$ cat src/rtl/blk_avg_decim.sv
module blk_avg_decim #(
  parameter int SAMPLE_W = 16,
  parameter int LOG2_N   = 11
) (
  input  logic                       clk,
  input  logic                       rst,
  input  logic signed [SAMPLE_W-1:0] smp_data,
  input  logic                       smp_vld,
  output logic signed [SAMPLE_W-1:0] avg_data,
  output logic                       avg_vld
);
  localparam int ACC_W = SAMPLE_W + LOG2_N;

  logic        [LOG2_N-1:0] cnt;
  logic signed [ACC_W-1:0]  acc;
  logic signed [ACC_W-1:0]  smp_ext;
  logic signed [ACC_W-1:0]  acc_base;
  logic signed [ACC_W-1:0]  acc_nxt;
  logic                     blk_end;

  assign smp_ext  = {{LOG2_N{smp_data[SAMPLE_W-1]}}, smp_data};
  assign acc_base = (cnt == '0) ? '0 : acc;
  assign acc_nxt  = acc_base + smp_ext;
  assign blk_end  = smp_vld && (&cnt);

  always_ff @(posedge clk) begin
    if (rst) begin
      cnt      <= '0;
      acc      <= '0;
      avg_data <= '0;
      avg_vld  <= 1'b0;
    end else begin
      avg_vld <= blk_end;
      if (smp_vld) begin
        cnt <= cnt + 1'b1;
        acc <= acc_nxt;
      end
      if (blk_end)
        avg_data <= acc_nxt[ACC_W-1:LOG2_N];
    end
  end
endmodule

$ cat config.mk
export PLATFORM = sky130hd
export DESIGN_NAME = blk_avg_decim
export DESIGN_NICKNAME = d
export VERILOG_FILES = /design/src/rtl/blk_avg_decim.sv
export SDC_FILE = /design/constraint.sdc
export NUM_CORES = 1
export LEC_CHECK = 0
export BUFFER_PORTS_ARGS = -buffer_cell sky130_fd_sc_hd__buf_2
export CAP_MARGIN = 20
export CORE_ASPECT_RATIO = 1.75
export CORE_MARGIN = 2
export CORE_UTILIZATION = 50
export CTS_CLUSTER_DIAMETER = 150
export DETAILED_ROUTE_END_ITERATION = 8
export PLACE_DENSITY = 0.8
export SLEW_MARGIN = 20
export SYNTH_ARGS = -nofsm -noshare
export SYNTH_HDL_FRONTEND = slang
export SYNTH_SLANG_ARGS = --single-unit
$ cat constraint.sdc
create_clock -name clk -period 4.53 [get_ports clk]
set_input_delay 1.359 -clock clk [delete_from_list [all_inputs] [get_ports clk]]
set_output_delay 1.359 -clock clk [all_outputs]
set_load 0.02 [all_outputs]
Word level (Yosys, flattened, before mapping) --
Cells that the tools add are included.
Word-level totals: register bits 55, logic and storage cells 10
Cells by class: $add $sub $neg 2, muxes and demuxes 1, reduce and logical (&&, ||, !) cells 3
Operators by type and width (number):
- 27-bit by 16-bit adder with 27-bit output | 1
- 27-bit two-way mux | 1
- 11-bit by 1-bit adder with 11-bit output (second input constant) | 1
- 11-bit logical NOT | 1
- 11-bit AND reduction | 1
- 1-bit logical AND | 1

Longest topological paths before layout --
depth after elaboration 3, gate-level depth with buffers 14

Worst setup path before layout --
OpenSTA, ideal clock, no wires.
path type input port to flip-flop, start point input port smp_data[0], end point register acc[26], arrival time 3291 ps, required time 4414 ps, setup slack 1123 ps, stages 9, path buffers 0, cell sequence ha_1 inv_1 fa_1 nand2b_1 a21o_1 a2111oi_4 o211ai_4 a32o_1 a41o_1
On the way: longest elaborated chain between the ends 1
Ends and longest elaborated chain:
- start: declaration | RTL line 7 | input logic signed [SAMPLE_W-1:0] smp_data,
- 27-bit by 16-bit adder with 27-bit output | RTL line 23 | assign acc_nxt = acc_base + smp_ext;
- end signal: assignment | RTL line 36 | acc <= acc_nxt;
- end: declaration | RTL line 15 | logic signed [ACC_W-1:0] acc;
No other way between the ends. A chain may end at the register's enable or synchronous reset.

Worst setup path after layout --
start point register cnt[10], end point register acc[23]
On the way: longest elaborated chain between the ends 3
Ends and longest elaborated chain:
- start: declaration | RTL line 14 | logic [LOG2_N-1:0] cnt;
- start signal: assignment | RTL line 35 | cnt <= cnt + 1'b1;
- 11-bit logical NOT | RTL line 22 | assign acc_base = (cnt == '0) ? '0 : acc;
- 27-bit two-way mux | RTL line 22
- 27-bit by 16-bit adder with 27-bit output | RTL line 23
No other way between the ends.

==> metrics.cfg <==
[status]
status = finished clean

[synthesis]
async_flop_share_pct = 0
syn_area_um2 = 4050
synth_top_area_share_pct = 27.2
synth-seq-cells = 55
synth-main-ff-cell = dfxtp_1
seq_area_frac_synth_pct = 27.2
yosys.area.top_type = dfxtp_1
synthCells = 501
synth.most_common_cell = dfxtp_1
synthTopCellsByCount = dfxtp_1 (55), nor2_1 (46), a21oi_1 (39), nand2_1 (39), ha_1 (28)
yosys_warnings = 0
ys_types = 69
synth-edff-count = 0
syn_nets = 549
synth.area.top_cells = dfxtp_1 (27%), ha_1 (8.6%), a21oi_1 (4.8%)
synth.avg_cell_area_um2 = 8.09

[setup_path]
crit_fanout = 28
critPathRequiredTime_ns = 4.73
arrival_ns = 3.73
cp-end-kind = register
cp_cell_sequence = nor4_2, nand4_1, buf_4, and2_1, ha_1, o21ai_0, a21oi_1, a21oi_4, a2111oi_2, nor4_1, a311o_1
slowest_stage = a2111oi_2
worst-setup-path-type = reg -> reg
cp-start-kind = register
max_stage_delay_ns = 0.72

[global_route]
grt_max_degree = 53
antenna_found_initial = 0
grt_pass1_wl_um = 17600
grt-ovfl-total = 0
grt_pass1_vias = 3838
grt_use_total_pct = 25.2

[detailed_routing]
drc_errors = 0
vias_per_cell = 6.26
ant_nets = 0
drt-initial-drc-count = 325
post_drt_wl_per_cell_um = 17.2
route.vias.total = 3857
drt_wl_total_um = 10600
first_pass_iters = 4

[floorplanning]
core_um2 = 7910
start_util_pct = 51.3
die_w_um = 72.1
num_io_pins = 36
rows = 43
die_h_um = 123
dieArea_um2 = 8870

[flow_run]
drv_cap = 0

[power]
ir_worst_vdd_mv = 0.158
p_per_area_nw_per_um2 = 280
leakage_nw = 1.77

[sta]
rsz0062_at_grt = false
hold_viol_final = 0
finalSetupViolations = 0
hold_ws_ns = 0.456
setup-tns-final_ns = 0
fin_crit_ns = 3.53
slew_headroom_pct = 47.5
skew_ns = 0.0128
fmax_ghz = 0.283
finalCritPeriodShare_pct = 77.9
tightest_slew_ns = 0.787
maxSlewViolCount = 0

[clocking]
clk_pin_slew_ns = 0.08
ctsHoldBuffers = 0
clock_latency_ns = 0.31
cts_buffer_depth = 2
cts_resized = 0
numCtsBuffers = 5
cts_tree = done
cts_setup_buffers = 0
cts-root-buf = clkbuf_16
numClockSinks = 55
cts-htree-levels = 2

[cells_and_area]
drive_gt1_share_pct = 13.5
final_util_pct = 55.5
diodes = 0
syn_to_final_growth_pct = 8.27
final_nets = 573

[min_path]
hold_class = reg -> reg

[placed_design]
dp_hpwl_um = 7730
io_buffers = 35
gp_congestion = 0.960

==> cell families (layout without fill, tap and decap cells) <==
| family | Yosys count | after routing | share of synthesized area, % |
|---|---|---|---|
| AOI/OAI and AO/OA | 149 | 149 | 26.7 |
| muxes | 10 | 10 | 2.47 |
| DFF | 55 | 55 | 27.2 |
| and+or+nand+nor | 197 | 197 | 24.9 |
| adders and majority gates | 29 | 29 | 9.14 |
| buffers and inverters | 40 | 65 | 5.12 |
| xor gates and xnor gates | 21 | 21 | 4.54 |
==> layer usage <==
layer | vias up | routed length [µm] | track usage, % | part of all wire [%]
met3 | 38 | 357 | 3.26 | 3.4
met2 | 96 | 5660 | 44.7 | 53
met1 | 1812 | 4020 | 26.7 | 38
li1 | 1911 | - | - | -
met5 | - | 0 | 0 | 0
met4 | 0 | 575 | 18.0 | 5.4
==> worst max-delay path, delay by kind of cell, from the launching register on <==
family | cells | cell delay [ns]
AND/OR/NAND/NOR | 4 | 0.81
flip-flops | 1 | 0.36
buffers and inverters | 1 | 0.24
AO/OA/AOI/OAI | 5 | 1.63
adder cells (fa/ha/maj) | 1 | 0.38
==> through the flow <==
step                      setup slack [ns]  power, mW  std cells  instance area, µm²
after floorplan                       1.12      0.763        501                4050
after global placement               0.922      0.823        608                4240
after detailed placement             0.869      0.832        608                4240
after CTS                             1.06       1.24        616                4390
after global routing                 0.727       1.29        616                4390
final                                 1.00       1.23        616                4390
==> worst paths after layout <==
kind	slack (ns)	start	cells past startpoint	end
max	1.00	cnt[10]$_SDFFE_PP0P_	11	acc[23]$_SDFFE_PP0P_
min	0.46	avg_data[1]$_SDFFE_PP0P_	2	avg_data[1]$_SDFFE_PP0P_
max reg2reg	1.00	cnt[10]$_SDFFE_PP0P_	11	acc[23]$_SDFFE_PP0P_
min reg2reg	0.46	avg_data[1]$_SDFFE_PP0P_	2	avg_data[1]$_SDFFE_PP0P_
==> sequential cells by signal, indices dropped and copies added (netlist names) <==
| name | cells |
|---|---|
| avg_vld | 1 |
| acc | 27 |
| avg_data | 16 |
| cnt | 11 |
==> report_power, final <==
part / internal, mW / switching, mW
logic: 0.114 / 0.189
registers: 0.508 / 0.0135
clock network: 0.208 / 0.198
==> area by class of cell <==
class | instances | area, µm²
clock inverter | 3 | 25.0
fill | 739 | 3520
timing repair buffer | 41 | 220
sequential | 55 | 1100
tap | 90 | 113
multi-input combinational | 406 | 2750
inverter | 16 | 60.1
clock buffer | 5 | 125
==> layout by cell type (no fill, tap or decap), drive strengths merged, types with 4 or more instances in the layout <==
cell	instances
inv	15
xnor2	13
a31o	4
nand2b	4
or3	8
o21ai	31
mux2i	10
dfxtp	55
nor4	6
o21a	6
a211oi	10
ha	28
xor2	8
a21o	6
clkbuf	5
and2	28
and4	4
nand3	26
buf	41
a21oi	44
a32o	5
nand4	8
nand2	39
and3	6
nor2	46
o311ai	6
o211ai	7
nor3	13
(Power assumes the default switching activity.)
